===== config.mk =====
export PLATFORM = sky130hd
export DESIGN_NAME = ivt_channel
export DESIGN_NICKNAME = d
export VERILOG_FILES = /design/src/rtl/ivt_pkg.sv /design/src/rtl/ivt_host_regs.sv /design/src/rtl/ivt_gate_edge.sv /design/src/rtl/ivt_count_core.sv /design/src/rtl/ivt_channel.sv
export SDC_FILE = /design/constraint.sdc
export NUM_CORES = 1
export LEC_CHECK = 0
export BUFFER_PORTS_ARGS = -buffer_cell sky130_fd_sc_hd__buf_4
export CAP_MARGIN = 20
export CORE_UTILIZATION = 50
export DETAILED_ROUTE_END_ITERATION = 6
export GPL_TIMING_DRIVEN = 0
export HOLD_SLACK_MARGIN = 0.03
export PLACE_DENSITY = 0.67
export SLEW_MARGIN = 20
export SYNTH_ARGS = -nofsm -noshare
export SYNTH_HDL_FRONTEND = slang
export SYNTH_HIERARCHICAL = 1
export SYNTH_SLANG_ARGS = --single-unit

===== constraint.sdc =====
create_clock -name clk -period 2.9 [get_ports clk]
set_clock_uncertainty 0.05 [all_clocks]
set_input_delay 0.58 -clock clk [delete_from_list [all_inputs] [get_ports clk]]
set_output_delay 0.58 -clock clk [all_outputs]
set_load 0.05 [all_outputs]

===== src/rtl/ivt_pkg.sv =====
package ivt_pkg;

    typedef enum logic [2:0] {
        M_TERM     = 3'd0,
        M_ONESHOT  = 3'd1,
        M_RATE     = 3'd2,
        M_SQUARE   = 3'd3,
        M_SWSTROBE = 3'd4,
        M_HWSTROBE = 3'd5
    } ivt_mode_e;

    typedef enum logic [1:0] {
        F_LOW  = 2'd1,
        F_HIGH = 2'd2,
        F_PAIR = 2'd3
    } ivt_fmt_e;

    typedef struct packed {
        ivt_fmt_e  fmt;
        ivt_mode_e mode;
    } ivt_ctrl_t;

    function automatic ivt_mode_e decode_mode(input logic [2:0] code);
        case (code)
            3'd0:    return M_TERM;
            3'd1:    return M_ONESHOT;
            3'd2:    return M_RATE;
            3'd3:    return M_SQUARE;
            3'd4:    return M_SWSTROBE;
            3'd5:    return M_HWSTROBE;
            3'd6:    return M_RATE;
            default: return M_SQUARE;
        endcase
    endfunction

    function automatic ivt_fmt_e decode_fmt(input logic [1:0] code);
        case (code)
            2'd1:    return F_LOW;
            2'd2:    return F_HIGH;
            default: return F_PAIR;
        endcase
    endfunction

    function automatic ivt_ctrl_t decode_ctrl(input logic [4:0] word);
        ivt_ctrl_t c;
        c.mode = decode_mode(word[2:0]);
        c.fmt  = decode_fmt(word[4:3]);
        return c;
    endfunction

    function automatic logic loads_on_write(input ivt_mode_e m);
        return (m == M_TERM) || (m == M_SWSTROBE);
    endfunction

    function automatic logic is_divider(input ivt_mode_e m);
        return (m == M_RATE) || (m == M_SQUARE);
    endfunction

endpackage


===== src/rtl/ivt_host_regs.sv =====
module ivt_host_regs
    import ivt_pkg::*;
#(
    parameter int DATA_W = 8,
    parameter int CNT_W  = 2 * DATA_W
) (
    input  logic              clk,
    input  logic              rst,
    input  logic              wr_en,
    input  logic              wr_ctrl,
    input  logic [DATA_W-1:0] wr_data,
    output logic              ctrl_wr_o,
    output ivt_mode_e         ctrl_mode_o,
    output logic              byte_wr_o,
    output logic              cnt_done_o,
    output ivt_mode_e         mode_o,
    output logic [CNT_W-1:0]  hold_o
);
    localparam int LANES = CNT_W / DATA_W;

    ivt_ctrl_t        cw;
    ivt_mode_e        mode_q;
    ivt_fmt_e         fmt_q;
    logic             toggle_q;
    logic [LANES-1:0] lane_sel;
    logic [CNT_W-1:0] hold_q;
    logic             unused_hi_bits;

    assign cw             = decode_ctrl(wr_data[4:0]);
    assign unused_hi_bits = ^wr_data[DATA_W-1:5];
    assign ctrl_wr_o      = wr_en & wr_ctrl;
    assign byte_wr_o      = wr_en & ~wr_ctrl;
    assign ctrl_mode_o    = cw.mode;
    assign cnt_done_o     = byte_wr_o & ((fmt_q != F_PAIR) | toggle_q);
    assign mode_o         = mode_q;
    assign hold_o         = hold_q;

    assign lane_sel[0] = (fmt_q == F_LOW)  | ((fmt_q == F_PAIR) & ~toggle_q);
    assign lane_sel[1] = (fmt_q == F_HIGH) | ((fmt_q == F_PAIR) &  toggle_q);

    always_ff @(posedge clk) begin
        if (rst) begin
            mode_q   <= M_TERM;
            fmt_q    <= F_PAIR;
            toggle_q <= 1'b0;
        end else if (ctrl_wr_o) begin
            mode_q   <= cw.mode;
            fmt_q    <= cw.fmt;
            toggle_q <= 1'b0;
        end else if (byte_wr_o && fmt_q == F_PAIR) begin
            toggle_q <= ~toggle_q;
        end
    end

    for (genvar b = 0; b < LANES; b++) begin : g_lane
        always_ff @(posedge clk) begin
            if (rst || ctrl_wr_o) begin
                hold_q[b*DATA_W +: DATA_W] <= '0;
            end else if (byte_wr_o && lane_sel[b]) begin
                hold_q[b*DATA_W +: DATA_W] <= wr_data;
            end
        end
    end
endmodule


===== src/rtl/ivt_gate_edge.sv =====
module ivt_gate_edge (
    input  logic clk,
    input  logic rst,
    input  logic gate,
    output logic rise_o
);
    logic gate_q;

    always_ff @(posedge clk) begin
        if (rst) gate_q <= 1'b0;
        else     gate_q <= gate;
    end

    assign rise_o = gate & ~gate_q;
endmodule


===== src/rtl/ivt_count_core.sv =====
module ivt_count_core
    import ivt_pkg::*;
#(
    parameter int CNT_W = 16
) (
    input  logic             clk,
    input  logic             rst,
    input  logic             tick,
    input  logic             gate,
    input  logic             gate_rise,
    input  logic             ctrl_wr,
    input  ivt_mode_e        ctrl_mode,
    input  logic             byte_wr,
    input  logic             cnt_done,
    input  ivt_mode_e        mode,
    input  logic [CNT_W-1:0] hold,
    output logic             out_o
);
    localparam logic [CNT_W-1:0] ONE = CNT_W'(1);
    localparam logic [CNT_W-1:0] TWO = CNT_W'(2);

    logic [CNT_W-1:0] cnt_q;
    logic             out_q, running_q, load_pend_q, trig_pend_q, have_cnt_q;
    logic             trig_now;
    logic [CNT_W:0]   hold_ext, hold_inc;
    logic [CNT_W-1:0] half_hi, half_lo;

    assign trig_now = trig_pend_q | gate_rise;
    assign hold_ext = (hold == '0) ? {1'b1, {CNT_W{1'b0}}} : {1'b0, hold};
    assign hold_inc = hold_ext + {{CNT_W{1'b0}}, 1'b1};
    assign half_hi  = hold_inc[CNT_W:1];
    assign half_lo  = hold_ext[CNT_W:1];
    assign out_o    = out_q;

    always_ff @(posedge clk) begin
        if (rst) begin
            cnt_q       <= '0;
            out_q       <= 1'b1;
            running_q   <= 1'b0;
            load_pend_q <= 1'b0;
            trig_pend_q <= 1'b0;
            have_cnt_q  <= 1'b0;
        end else if (ctrl_wr) begin
            out_q       <= (ctrl_mode != M_TERM);
            running_q   <= 1'b0;
            load_pend_q <= 1'b0;
            trig_pend_q <= 1'b0;
            have_cnt_q  <= 1'b0;
        end else if (byte_wr) begin
            trig_pend_q <= trig_now;
            if (mode == M_TERM) out_q <= 1'b0;
            if (loads_on_write(mode) && !cnt_done) running_q <= 1'b0;
            if (cnt_done) begin
                have_cnt_q <= 1'b1;
                if (loads_on_write(mode) || (is_divider(mode) && !running_q))
                    load_pend_q <= 1'b1;
            end
        end else begin
            trig_pend_q <= trig_now;
            if (is_divider(mode) && !gate) out_q <= 1'b1;
            if (tick) begin
                trig_pend_q <= 1'b0;
                case (mode)
                    M_TERM: begin
                        if (load_pend_q) begin
                            cnt_q <= hold; load_pend_q <= 1'b0; running_q <= 1'b1;
                        end else if (running_q && gate) begin
                            cnt_q <= cnt_q - ONE;
                            if (cnt_q == ONE) out_q <= 1'b1;
                        end
                    end
                    M_SWSTROBE: begin
                        if (load_pend_q) begin
                            cnt_q <= hold; load_pend_q <= 1'b0;
                            running_q <= 1'b1; out_q <= 1'b1;
                        end else if (running_q && !out_q) begin
                            out_q <= 1'b1; running_q <= 1'b0;
                        end else if (running_q && gate) begin
                            cnt_q <= cnt_q - ONE;
                            if (cnt_q == ONE) out_q <= 1'b0;
                        end
                    end
                    M_ONESHOT: begin
                        if (trig_now && have_cnt_q) begin
                            cnt_q <= hold; out_q <= 1'b0; running_q <= 1'b1;
                        end else if (running_q) begin
                            cnt_q <= cnt_q - ONE;
                            if (cnt_q == ONE) begin
                                out_q <= 1'b1; running_q <= 1'b0;
                            end
                        end
                    end
                    M_HWSTROBE: begin
                        if (trig_now && have_cnt_q) begin
                            cnt_q <= hold; out_q <= 1'b1; running_q <= 1'b1;
                        end else if (running_q && !out_q) begin
                            out_q <= 1'b1; running_q <= 1'b0;
                        end else if (running_q) begin
                            cnt_q <= cnt_q - ONE;
                            if (cnt_q == ONE) out_q <= 1'b0;
                        end
                    end
                    M_RATE: begin
                        if (load_pend_q || (trig_now && have_cnt_q)) begin
                            cnt_q <= hold; out_q <= 1'b1;
                            running_q <= 1'b1; load_pend_q <= 1'b0;
                        end else if (running_q && gate) begin
                            if (cnt_q == ONE) begin
                                cnt_q <= hold; out_q <= 1'b1;
                            end else begin
                                cnt_q <= cnt_q - ONE;
                                if (cnt_q == TWO) out_q <= 1'b0;
                            end
                        end
                    end
                    M_SQUARE: begin
                        if (load_pend_q || (trig_now && have_cnt_q)) begin
                            cnt_q <= half_hi; out_q <= 1'b1;
                            running_q <= 1'b1; load_pend_q <= 1'b0;
                        end else if (running_q && gate) begin
                            if (cnt_q == ONE) begin
                                out_q <= ~out_q;
                                cnt_q <= out_q ? half_lo : half_hi;
                            end else begin
                                cnt_q <= cnt_q - ONE;
                            end
                        end
                    end
                    default: ;
                endcase
            end
        end
    end
endmodule


===== src/rtl/ivt_channel.sv =====
module ivt_channel
    import ivt_pkg::*;
#(
    parameter int DATA_W = 8
) (
    input  logic              clk,
    input  logic              rst,
    input  logic              tick,
    input  logic              gate,
    input  logic              wr_en,
    input  logic              wr_ctrl,
    input  logic [DATA_W-1:0] wr_data,
    output logic              out
);
    localparam int CNT_W = 2 * DATA_W;

    logic             ctrl_wr_w, byte_wr_w, cnt_done_w, gate_rise_w;
    ivt_mode_e        ctrl_mode_w, mode_w;
    logic [CNT_W-1:0] hold_w;

    ivt_host_regs #(.DATA_W(DATA_W), .CNT_W(CNT_W)) u_host (
        .clk        (clk),
        .rst        (rst),
        .wr_en      (wr_en),
        .wr_ctrl    (wr_ctrl),
        .wr_data    (wr_data),
        .ctrl_wr_o  (ctrl_wr_w),
        .ctrl_mode_o(ctrl_mode_w),
        .byte_wr_o  (byte_wr_w),
        .cnt_done_o (cnt_done_w),
        .mode_o     (mode_w),
        .hold_o     (hold_w)
    );

    ivt_gate_edge u_gate (
        .clk   (clk),
        .rst   (rst),
        .gate  (gate),
        .rise_o(gate_rise_w)
    );

    ivt_count_core #(.CNT_W(CNT_W)) u_core (
        .clk      (clk),
        .rst      (rst),
        .tick     (tick),
        .gate     (gate),
        .gate_rise(gate_rise_w),
        .ctrl_wr  (ctrl_wr_w),
        .ctrl_mode(ctrl_mode_w),
        .byte_wr  (byte_wr_w),
        .cnt_done (cnt_done_w),
        .mode     (mode_w),
        .hold     (hold_w),
        .out_o    (out)
    );
endmodule


# Word level (Yosys, flattened, before mapping)
# Index checks and enable logic that the tools add are counted.
# op_classes
n_bitwise	16
n_reduce_logical	34
muxes	64
eq_ne	28
addsub	2
# op_table
operator	n
two-way mux 16 bit	15
one-hot mux 16 bit (6 select lines)	1
two-way mux 1 bit	42
adder 17 x 1 -> 17 bit, second input constant	1
two-way mux 17 bit	1
equality test 16 x 1 -> 1 bit, second input constant	1
equality test 16 x 2 -> 1 bit, second input constant	1
logical NOT 16 bit	1
subtractor 16 x 1 -> 16 bit, second input constant	1
equality test 3 bit, second input constant	5
one-hot mux 3 bit (5 select lines)	1
nonzero test 6 bit	2
AND reduction 5 bit	2
equality test 3 x 2 -> 1 bit, second input constant	3
logical AND 1 bit	9
inequality test 3 bit, second input constant	3
AND reduction 8 bit	1
OR reduction 2 bit	4
bitwise AND 1 bit	6
equality test 2 bit, second input constant	3
equality test 3 x 1 -> 1 bit, second input constant	2
logical NOT 3 bit	2
inequality test 2 x 1 -> 1 bit, second input constant	3
inequality test 3 x 1 -> 1 bit, second input constant	2
other kinds (14)	32
# totals
reg_bits	44

# Logic depth before layout (Yosys ltp)
# Gate-level depths: netlist of the first run.
# depth
depth_word	12
depth_mapped	10
ltp_nobuf	8

# Modules after synthesis
# Netlist of the first run, hierarchy kept.
# by_module_without_submodules
module	instances	cells_each	area_each_um2	seq_area_each_um2
ivt_count_core	1	405	2768.9	420.4
ivt_host_regs	1	100	957.2	440.4
ivt_gate_edge	1	3	47.5	20.0

# Worst setup path after synthesis of the first run
# OpenSTA, ideal clock, no wires.
# synth_timing
path_kind	input -> register
startpoint	in wr_en
endpoint	reg u_core.cnt_q[9]
t_required_ns	2.731
path_stages	8
n_path_buf	1
arrival_time_ns	2.406
setup_slack_ns	0.325
cell_sequence	buf_6 nor2b_4 nor2b_1 o211ai_1 a2111oi_0 o21ai_0 a211o_1 o221a_2
# synth_between
elab_chain_cells	3
word_cells_on_any_way	5
cone_classes	4 x bitwise; 1 x reduce/logical
# synth_rtl
item	line	rtl
from (decl)	ivt_channel.sv:10	input logic wr_en,
bitwise AND 1 bit	ivt_host_regs.sv:32	assign byte_wr_o = wr_en & ~wr_ctrl;
net byte_wr_w	ivt_channel.sv:17	logic ctrl_wr_w, byte_wr_w, cnt_done_w, gate_rise_w;
NOT 1 bit (no line)	--	
AND reduction 8 bit (no line)	--	
to (signal assigned)	ivt_count_core.sv:68	cnt_q <= cnt_q - ONE;
to (signal assigned)	ivt_count_core.sv:79	cnt_q <= cnt_q - ONE;
to (signal assigned)	ivt_count_core.sv:87	cnt_q <= cnt_q - ONE;
to (decl)	ivt_count_core.sv:22	logic [CNT_W-1:0] cnt_q;
# The timed path passes the listed nets, and every way through them passes these cells.
# A chain may end at the register's enable or synchronous reset.

# Final worst setup path of the first run
# layout_timing
startpoint	reg u_core.load_pend_q
endpoint	reg u_core.cnt_q[7]
# layout_between
elab_chain_cells	3
word_cells_on_any_way	10
cone_classes	3 x eq/ne; 5 x mux; 2 x reduce/logical
# layout_rtl
item	line	rtl
from (decl)	ivt_count_core.sv:23	logic out_q, running_q, load_pend_q, trig_pend_q, have_cnt_q;
from (signal assigned)	ivt_count_core.sv:40	load_pend_q <= 1'b0;
from (signal assigned)	ivt_count_core.sv:46	load_pend_q <= 1'b0;
from (signal assigned)	ivt_count_core.sv:56	load_pend_q <= 1'b1;
logical OR 1 bit	ivt_count_core.sv:104, ivt_count_core.sv:117	
inequality test 3 bit (no line), or another cell as far along	--	
AND reduction 8 bit (no line) / one-hot mux 16 bit (6 select lines) (equally long branches)	--	
to (signal assigned)	ivt_count_core.sv:111	cnt_q <= cnt_q - ONE;
to (signal assigned)	ivt_count_core.sv:123	cnt_q <= out_q ? half_lo : half_hi;
to (signal assigned)	ivt_count_core.sv:125	cnt_q <= cnt_q - ONE;
# Parallel ways exist; a longest one is shown, timed or not.

==> qor.yml, run 1 <==
outcome: "completed"
dr_total_vias: 4252
holdPathStages: 2
synth_ff_type: "dfxtp_1"
r2r-end: "u_core/cnt_q[7]$_SDFFE_PP0P_"
leakagePower_uw: 0.00151
fin_nets: 548
track_usage_pct: 34.5
fillCellCount: 743
irDropWorstVdd_uv: 232
dr.pass1.iters: 5
antenna_cells: 0
port_buffers: 12
wl_mm: 13.0
synth_top_area_share_pct: 23.3
grt_max_degree: 15
die_width_um: 88.9
numCtsBuffers: 5
clk_pin_slew_ns: 0.10
worstHoldStart: "u_host/mode_o[0]$_SDFFE_PP0P_"
slew_headroom_pct: 54.3
synth.avg_cell_area_sq_um: 7.43
drt_iter0_drc: 660
slew_violations: 0
setup_viol_count_final: 0
path_max_fanout: 10
cts_root_buffer: "clkbuf_8"
wire_per_inst_um: 20.7
synth_top_cell_by_area: "dfxtp_1"
ys_top_cells_by_count: "nand2_1 (62), dfxtp_1 (44), a21oi_1 (39), nor2_1 (39), o21ai_0 (33)"
ff2ff_setup_slack_ns: 0.07
period_share_pct: 97.5
synth-xor-area-share_pct: 4.64
core_sq_mm: 0.00729
cts_tree: "built"
syn_inst: 508
hold_class: "flop to flop"
ant_nets: 0
yosys-top-cells-area: "dfxtp_1 (23%), nand2_1 (6.2%), a21oi_1 (5.2%)"
hpwl_mm: 9.45
ff2ff_path_depth: 8
start_util_pct: 51.8
worstSetupPathType: "flop to flop"
synth_top_family_by_area: "compound AO/OA/AOI/OAI gates"
design.portCount: 15
grt_pass1_vias: 3840
synth-simple-area-share_pct: 28.4
die_area_sq_mm: 0.00790
rows: 31
cp.arrival_ns: 2.98
cp-end-kind: "flop"
whs_ns: 0.415
maxCapViolCount: 0
crit-reg2reg-launch: "u_core/load_pend_q$_SDFFE_PP0P_"
final_hold_viol_count: 0
ys_seq_area_share_pct: 23.3
synthMuxAreaShare_pct: 4.77
fp.dieH_um: 88.9
crit_path_start_kind: "flop"
utilization_pct: 56.8
synth_cell_type_count: 70
place.gp.congestion: 0.975
clockBufferDepth: 2
period_needed_ns: 2.83
gr-total-overflow: 0
synth-edff-count: 0
syn2layout_area_growth_pct: 9.71
ys_ff_latch: 44
crit_required_ns: 3.06
p_per_area_mw_per_mm2: 376
avgViaCountPerCell: 6.76
antenna_found_initial: 0
max_freq_ghz: 0.354
htree_levels: 2
async_flop_share_pct: 0
clkLatencyLatePin_ns: 0.31
min_to: "u_host/mode_o[0]$_SDFFE_PP0P_"
drc_errors: 0
grt_pass1_wl_mm: 20.4
synthAdderAreaFrac_pct: 1.66
ys.warnings.count: 6
worst_slew_pin_slew_ns: 0.681
syn_area_sq_mm: 0.00377
drive_gt1_share_pct: 10.9
post-synth-top-count-cell: "nand2_1"
syn-num-nets: 527
synth-compound-area-share_pct: 29.8
numClockSinks: 44
==> metrics by stage <==
| step | cells | worst slack, ns | total power, uW | setup TNS (ns) | cell area, sq um |
|---|---|---|---|---|---|
| after floorplan | 508 | 0.325 | 1000 | 0 | 3770 |
| after global placement | 619 | -0.721 | 1120 | -9.13 | 3990 |
| after detailed placement | 620 | -0.258 | 1130 | -0.960 | 3990 |
| after CTS | 628 | 0.0267 | 1540 | 0 | 4090 |
| after global routing | 629 | -0.00541 | 1630 | -0.00541 | 4140 |
| final | 629 | 0.0715 | 1560 | 0 | 4140 |
==> cells by family (layout without fill, tap and decap cells) <==
family	count (synthesis)	count (layout)
and+or+nand+nor	199	199
buffers and inverters	58	80
AOI/OAI and AO/OA	164	164
adders and majority gates	5	5
muxes	18	18
DFF	44	44
xor gates and xnor gates	20	20
==> worst max-delay path, cell delays in order (launching register included) <==
cell      delay [ns]
dfxtp_1         0.37
clkbuf_1        0.47
clkinv_1        0.48
nand2_1         0.29
nor2_1          0.12
clkbuf_1        0.30
a211oi_1        0.31
a21oi_1         0.06
a41o_1          0.26
==> flip-flops by register name, indices dropped and copies added (netlist names) <==
name and count:
u_core/cnt_q 16, u_core/have_cnt_q 1, u_core/load_pend_q 1, u_core/out_o 1, u_core/running_q 1, u_core/trig_pend_q 1, u_gate/gate_q 1, u_host/fmt_q 2
u_host/hold_o 16, u_host/mode_o 3, u_host/toggle_q 1
==> final cells by class <==
cell class,count,area [sq um],share of cell area (%)
buffer,45,229,5.53
clock buffer,6,72.6,1.75
clock inverter,2,16.3,0.393
inverter,13,48.8,1.18
multi-input combinational,406,2670,64.4
sequential,44,881,21.3
tap,99,124,2.99
timing repair buffer,14,101,2.45
==> cell usage in the layout, fill, tap and decap left out, drive strengths merged, types with 6 or more instances in the layout <==
cell,instances
nor2b,7
buf,29
nor3,12
clkbuf,36
a311oi,7
xnor2,11
a211oi,15
inv,12
nand4,10
mux2i,18
o21ai,36
o211ai,10
nor2,39
a21oi,40
nor4,8
xor2,9
a2111oi,6
dfxtp,44
nand2,63
or4,7
nand3,23
==> power breakdown <==
part / leakage [uW] / switching [uW] / total, uW / internal (uW)
Combinational: 0.00111 / 306 / 490 / 184
Clock: 0.0000414 / 245 / 417 / 172
Sequential: 0.000357 / 25.0 / 650 / 625
==> what timing repair did <==
item	4_1_cts	5_1_grt
hold endpoints to repair	0	0
pin swaps	0	2
buffers inserted	0	1
gates resized for setup	1	13
hold buffers	0	0
endpoints found under the setup margin	2	16
==> routing by layer <==
metal	vias to the layer above	wire [um]	GRT usage [%]
li1	1948	-	-
met1	1980	5520	47.4
met2	274	5760	54.1
met3	50	1330	6.44
met4	0	420	11.4
met5	-	0	0
==> how the worst max path moves through the flow <==
stage | start | end | slack [ns] | cells past startpoint
2_1_floorplan | wr_en | u_core/cnt_q[9]$_SDFFE_PP0P_ | 0.33 | 8
3_3_place_gp | wr_en | u_core/cnt_q[8]$_SDFFE_PP0P_ | -0.72 | 8
3_5_place_dp | gate | u_core/cnt_q[8]$_SDFFE_PP0P_ | -0.26 | 10
4_1_cts | u_core/cnt_q[0]$_SDFFE_PP0P_ | u_core/cnt_q[7]$_SDFFE_PP0P_ | 0.03 | 8
5_1_grt | u_host/mode_o[0]$_SDFFE_PP0P_ | u_core/cnt_q[8]$_SDFFE_PP0P_ | -0.005 | 7
6_report | u_core/load_pend_q$_SDFFE_PP0P_ | u_core/cnt_q[7]$_SDFFE_PP0P_ | 0.07 | 8
Power figures use the tool's default switching activity.
==> run 2, diff against run 1 <==
==> constraint.sdc (replaced) <==
create_clock -name clk -period 3.65 [get_ports clk]
set_clock_uncertainty 0.05 [all_clocks]
set_input_delay 0.73 -clock clk [delete_from_list [all_inputs] [get_ports clk]]
set_output_delay 0.73 -clock clk [all_outputs]
set_load 0.05 [all_outputs]
==> qor.yml, run 2 (synthesis results as in run 1) <==
worstSetupPathType: "primary input to flop"  # was flop to flop
wl_met3_mm: 1.36  # was 1.33 mm
die_width_um: 88.9  # unchanged
wl_met2_mm: 5.70  # was 5.76 mm
ant_nets: 0  # unchanged
m1WireLength_mm: 5.48  # was 5.52 mm
final_hold_viol_count: 0  # unchanged
slowest_delay_ns: 0.60  # was 0.48 ns
hold_class: "flop to flop"  # unchanged
track_usage_pct: 34.5  # unchanged
slew_violations: 0  # unchanged
design_area_sq_mm: 0.00409  # was 0.00414 sq mm
postCtsSetupBuffers: 0  # unchanged
drc_errors: 3  # was 0
period_needed_ns: 3.14
outcome: "finished, violations left"  # was completed
layout_common_cells: "nand2_1 (62), dfxtp_1 (44), nor2_1 (39), a21oi_1 (39), o21ai_0 (33)"  # was nand2_1 (62), dfxtp_1 (44), a21oi_1 (39)
antenna_cells: 0  # unchanged
cts_root_buffer: "clkbuf_8"  # unchanged
cp_top_family: "simple AND/OR/NAND/NOR gates"  # was buffers and inverters
violations: "DRC"
start_util_pct: 51.8  # unchanged
maxCapViolCount: 0  # unchanged
fp.dieH_um: 88.9  # unchanged
drt_iter0_drc: 628  # was 660
worst_slew_pin_slew_ns: 0.910  # was 0.681 ns
cts_tree: "built"  # unchanged
clockBufferDepth: 2  # unchanged
cts_hold_buf: 0  # unchanged
clk_pin_slew_ns: 0.09  # was 0.10 ns
clkLatencyLatePin_ns: 0.31  # about the same
critPathMostFrequentCell: "buf_4"  # was clkbuf_1
path_max_fanout: 10  # unchanged
rsz0062_at_grt: "no"
syn2layout_area_growth_pct: 8.32  # was 9.71%
grt_pass1_wl_mm: 20.4  # unchanged
grt_max_degree: 15  # unchanged
core_sq_mm: 0.00729  # unchanged
gr-total-overflow: 0  # unchanged
power_frac_seq_pct: 42.0  # was 41.7%
wl_mm: 12.9  # was 13.0 mm
final_common_cell: "nand2_1"  # unchanged
die_area_sq_mm: 0.00790  # unchanged
drive_gt1_share_pct: 9.45  # was 10.9%
grt_pass1_vias: 3842  # was 3,840
crit_chain: "buf_4 > nor2b_4 > o21a_1 > clkbuf_1 > nor2_1 > nand2_2 > buf_4 > nor3_1 > o21bai_1 > a311oi_1"  # was clkbuf_1 > clkinv_1 > nand2_1 > nor2_1 > clkbuf_1 > a211oi_1 > a21oi_1 > a41o_1
dr.pass1.iters: 7  # was 5
period_share_pct: 86.0
cts_resized: 0  # was 1
hpwl_mm: 9.45  # unchanged
avgViaCountPerCell: 6.72  # was 6.76
setup_viol_count_final: 0  # unchanged
utilization_pct: 56.1  # was 56.8%
top_layer: "met4"  # unchanged
p_sw_share_pct: 36.7  # was 37.0%
numCtsBuffers: 5  # unchanged
rows: 31  # unchanged
crit_path_start_kind: "primary input"  # was flop
fin_nets: 547  # was 548
power_frac_comb_pct: 31.2  # was 31.5%
p_int_uw: 777  # was 981 uW
crit_required_ns: 3.78  # was 3.06 ns
place.gp.congestion: 0.975  # unchanged
numClockSinks: 44  # unchanged
power.switching_uw: 451  # was 576 uW
power_frac_clock_pct: 26.8  # about the same
cp.arrival_ns: 3.27  # was 2.98 ns
p_per_area_mw_per_mm2: 301  # was 376 mW/mm^2
cp-end-kind: "flop"  # unchanged
path_buf_inv: 3  # unchanged
slew_headroom_pct: 38.7  # was 54.3%
postPlaceCellArea_sq_mm: 0.00399  # unchanged
cpMaxStageDelayCell: "nor2_1"  # was clkinv_1
irDropWorstVdd_uv: 184  # was 232 uV
dr_total_vias: 4218  # was 4,252
port_buffers: 12  # unchanged
antenna_found_initial: 0  # unchanged
leakagePower_uw: 0.00149  # was 0.00151 uW
max_freq_ghz: 0.319
design.portCount: 15  # unchanged
htree_levels: 2  # unchanged
wire_per_inst_um: 20.6  # was 20.7 um
## run 2: routing by layer
metal | vias to the layer above | track usage, %
li1 | 1949 | -
met1 | 1945 | 47.3
met2 | 279 | 54.2
met3 | 45 | 6.44
met4 | 0 | 11.4
met5 | - | 0
## run 2: worst paths after layout
path,startpoint,endpoint,slack [ns],depth (start not counted)
min reg2reg,u_host/mode_o[0]$_SDFFE_PP0P_,u_host/mode_o[0]$_SDFFE_PP0P_,0.41,2
min,u_host/mode_o[0]$_SDFFE_PP0P_,u_host/mode_o[0]$_SDFFE_PP0P_,0.41,2
max reg2reg,u_core/cnt_q[0]$_SDFFE_PP0P_,u_core/cnt_q[11]$_SDFFE_PP0P_,0.65,6
max,gate,u_core/cnt_q[8]$_SDFFE_PP0P_,0.51,10
## run 2: tightest hold or removal path, cell delays in order (launching register included)
cell     delay, ns
dfxtp_1       0.32
nand2_1       0.05
a21oi_1       0.05
## run 2: power groups by stage
stage	Clock (uW)	Sequential [uW]	Combinational, uW
floorplan	0	525	272
global placement	0	525	368
detailed placement	0	526	370
CTS	338	515	372
global route	360	519	415
finish	330	516	383
## run 2: stage by stage
step           worst slack, ns  cells  power (uW)  hold WS [ns]  setup TNS (ns)
2_1_floorplan            0.925    508         797         0.379               0
3_3_place_gp            -0.121    619         893         0.396          -0.372
3_5_place_dp             0.342    620         896         0.401               0
4_1_cts                  0.546    628        1220         0.415               0
5_1_grt                  0.403    628        1290         0.454               0
6_report                 0.512    628        1230         0.412               0
## run 2: area by class of cell
class                      count  area (sq um)
multi-input combinational    406          2630
clock buffer                   6          72.6
timing repair buffer          13          93.8
buffer                        45           226
tap                           99           124
clock inverter                 2          16.3
sequential                    44           881
fill                         741          3200
inverter                      13          48.8
==> run 3, diff against run 2 <==
--- a/config.mk
+++ b/config.mk
@@ -5,13 +5,14 @@
 export SDC_FILE = /design/constraint.sdc
 export NUM_CORES = 1
 export LEC_CHECK = 0
+export ABC_AREA = 1
 export BUFFER_PORTS_ARGS = -buffer_cell sky130_fd_sc_hd__buf_4
 export CAP_MARGIN = 20
 export CORE_UTILIZATION = 50
 export DETAILED_ROUTE_END_ITERATION = 6
 export GPL_TIMING_DRIVEN = 0
 export HOLD_SLACK_MARGIN = 0.03
-export PLACE_DENSITY = 0.67
+export PLACE_DENSITY = 0.66
 export SLEW_MARGIN = 20
 export SYNTH_ARGS = -nofsm -noshare
 export SYNTH_HDL_FRONTEND = slang
==> constraint.sdc (replaced) <==
create_clock -name clk -period 3.81 [get_ports clk]
set_clock_uncertainty 0.05 [all_clocks]
set_input_delay 0.762 -clock clk [delete_from_list [all_inputs] [get_ports clk]]
set_output_delay 0.762 -clock clk [all_outputs]
set_load 0.05 [all_outputs]
==> qor.yml, run 3 <==
outcome: "completed"  # was finished, violations left
period_needed_ns: 2.42
p_per_area_mw_per_mm2: 298  # was 301 mW/mm^2
port_buffers: 14  # was 12
irDropWorstVdd_uv: 156  # was 184 uV
syn_inst: 776  # was 508
syn-num-nets: 795  # was 527
grt_max_degree: 15  # unchanged
ys_top_cells_by_count: "nand2_1 (231), nor2_1 (103), inv_1 (95)"  # was nand2_1 (62), dfxtp_1 (44), a21oi_1 (39), nor2_1 (39), o21ai_0 (33)
avgViaCountPerCell: 5.50  # was 6.72
leakagePower_uw: 0.00228  # was 0.00149 uW
postCtsSetupBuffers: 0  # unchanged
slew_violations: 0  # unchanged
preCtsSetupSlack_ns: 1.16  # was 0.342 ns
die_width_um: 95.8  # was 88.9 um
core_sq_mm: 0.00838  # was 0.00729 sq mm
cp-end-kind: "flop"  # unchanged
synth_top_area_share_pct: 20.0  # was 23.3%
die_area_sq_mm: 0.00917  # was 0.00790 sq mm
rsz0062_at_grt: "no"  # unchanged
dr.pass1.iters: 6  # was 7
yosys-top-cells-area: "dfxtp_1 (20%), nand2_1 (20%), nor2_1 (8.8%)"  # was dfxtp_1 (23%), nand2_1 (6.2%), a21oi_1 (5.2%)
crit_required_ns: 3.97  # was 3.78 ns
final_common_cell: "nand2_1"  # unchanged
dr_total_vias: 4969  # was 4,218
slowest_delay_ns: 0.48  # was 0.60 ns
max_freq_ghz: 0.413
place.gp.congestion: 0.976  # was 0.975
cts_hold_buf: 0  # unchanged
fp.dieH_um: 95.8  # was 88.9 um
worstSetupPathType: "primary input to flop"  # unchanged
drc_errors: 0  # was 3
wl_met2_mm: 6.26  # was 5.70 mm
synth_top_cell_by_area: "dfxtp_1"  # unchanged
track_usage_pct: 32.2  # was 34.5%
hold_class: "flop to flop"  # unchanged
crit_chain: "buf_4 > inv_1 > nor2_1 > nor2_1 > nor2_2 > nor2_4 > clkbuf_1 > nand3_1 > nand4_1 > nand3_1 > nand2_1 > inv_1"  # was buf_4 > nor2b_4 > o21a_1 > clkbuf_1 > nor2_1 > nand2_2 > buf_4 > nor3_1 > o21bai_1 > a311oi_1
cts_tree: "built"  # unchanged
antenna_cells: 0  # unchanged
clk_pin_slew_ns: 0.10  # was 0.09 ns
gr-total-overflow: 0  # unchanged
post-synth-top-count-cell: "nand2_1"  # unchanged
grt_pass1_wl_mm: 22.3  # was 20.4 mm
rows: 33  # was 31
final_hold_viol_count: 0  # unchanged
drive_gt1_share_pct: 11.4  # was 9.45%
cts_root_buffer: "clkbuf_8"  # unchanged
worst_slew_pin_slew_ns: 0.628  # was 0.910 ns
path_buf_inv: 4  # was 3
utilization_pct: 56.6  # was 56.1%
drt_iter0_drc: 629  # was 628
htree_levels: 2  # unchanged
synth.avg_cell_area_sq_um: 5.67  # was 7.43 sq um
design.portCount: 15  # unchanged
setup_viol_count_final: 0  # unchanged
m1WireLength_mm: 6.47  # was 5.48 mm
layout_common_cells: "nand2_1 (231), nor2_1 (103), inv_1 (95)"  # was nand2_1 (62), dfxtp_1 (44), nor2_1 (39), a21oi_1 (39), o21ai_0 (33)
finalPower_uw: 1410  # was 1230 uW
cp_top_family: "simple AND/OR/NAND/NOR gates"  # unchanged
cpMaxStageDelayCell: "clkbuf_1"  # was nor2_1
maxCapViolCount: 0  # unchanged
slew_headroom_pct: 58.1  # was 38.7%
ys_ff_latch: 44  # unchanged
path_max_fanout: 10  # unchanged
worst_slack_ns: 1.39  # was 0.512 ns
top_layer: "met4"  # unchanged
ant_nets: 0  # unchanged
wl_met3_mm: 1.09  # was 1.36 mm
synth_ff_type: "dfxtp_1"  # unchanged
async_flop_share_pct: 0  # unchanged
hpwl_mm: 11.0  # was 9.45 mm
cts_resized: 0  # unchanged
ys_seq_area_share_pct: 20.0  # was 23.3%
cp.arrival_ns: 2.59  # was 3.27 ns
syn2layout_area_growth_pct: 7.91  # was 8.32%
antenna_found_initial: 0  # unchanged
syn_area_sq_mm: 0.00440  # was 0.00377 sq mm
ys.warnings.count: 6  # unchanged
crit_path_start_kind: "primary input"  # unchanged
clkLatencyLatePin_ns: 0.31  # about the same
fin_nets: 816  # was 547
grt_pass1_vias: 4378  # was 3,842
numClockSinks: 44  # unchanged
wire_per_inst_um: 15.6  # was 20.6 um
clockBufferDepth: 2  # unchanged
tns_ns: 0  # unchanged
start_util_pct: 52.5  # was 51.8%
wl_mm: 14.1  # was 12.9 mm
period_share_pct: 63.6
synth-edff-count: 0  # unchanged
synth_cell_type_count: 45  # was 70
numCtsBuffers: 5  # unchanged
-- run 3: changes by cell type in the layout (fill, tap and decap cells not counted), sizes merged, moves of 18 or more --
| cell | delta |
|---|---|
| inv | +90 |
| clkbuf | -22 |
| nand2 | +179 |
| nor2 | +81 |
| mux2i | -18 |
| nand3 | +43 |
-- run 3: area by class of cell --
type	instances	area, sq um
plain buffers	29	180
clock buffers	5	68.8
clock inverters	3	42.5
fillers	883	3640
inverters	103	395
multi-input cells	600	2940
flip-flops and latches	44	881
well taps	105	131
repair buffers	14	105
-- run 3: final timing paths --
check | cells past startpoint | from | to | slack [ns]
worst min-delay path | 2 | u_host/mode_o[2]$_SDFFE_PP0P_ | u_host/mode_o[2]$_SDFFE_PP0P_ | 0.41
worst max-delay path | 12 | gate | u_core/cnt_q[3]$_SDFFE_PP0P_ | 1.39
worst max register to register | 14 | u_core/cnt_q[0]$_SDFFE_PP0P_ | u_core/cnt_q[13]$_SDFFE_PP0P_ | 1.65
worst min register to register | 2 | u_host/mode_o[2]$_SDFFE_PP0P_ | u_host/mode_o[2]$_SDFFE_PP0P_ | 0.41
-- run 3: logic make-up after synthesis --
logic type / after synthesis / share of synthesized area, %
compound gates: 116 / 14.6
xor+xnor: 20 / 3.98
fa+ha+maj: 5 / 1.42
buf+inv: 132 / 13.1
flops: 44 / 20.0
simple gates: 459 / 46.9
-- run 3: worst reg2reg max path: stages (launching register included) --
cell and delay (ns):
dfxtp_1 0.38, inv_1 0.12, nand3_1 0.18, inv_1 0.09
nand2_1 0.11, nor2_1 0.28, nand2_1 0.09, nand2_1 0.14
nand2_1 0.07, nor2_1 0.18, nor2_1 0.07, nor2_1 0.09
nand3_1 0.12, nand2_1 0.08, inv_1 0.04
-- run 3: metrics by stage --
stage                     hold slack (ns)  cell area [sq um]  instances
after detailed placement            0.389               4630        895
after global routing                0.422               4750        903
after floorplan                     0.370               4400        776
after CTS                           0.407               4750        903
after global placement              0.383               4630        895
final                               0.409               4750        903
-- run 3: power breakdown --
part / switching, uW / internal [uW] / leakage, uW / total (uW)
registers: 29.3 / 481 / 0.000358 / 510
logic: 355 / 176 / 0.00187 / 530
clock network: 180 / 194 / 0.0000541 / 374
-- run 3: metal layers --
| metal | global-route usage, % | vias up |
|---|---|---|
| li1 | - | 2498 |
| met1 | 43.6 | 2228 |
| met2 | 53.1 | 221 |
| met3 | 4.58 | 22 |
| met4 | 8.83 | 0 |
| met5 | 0 | - |
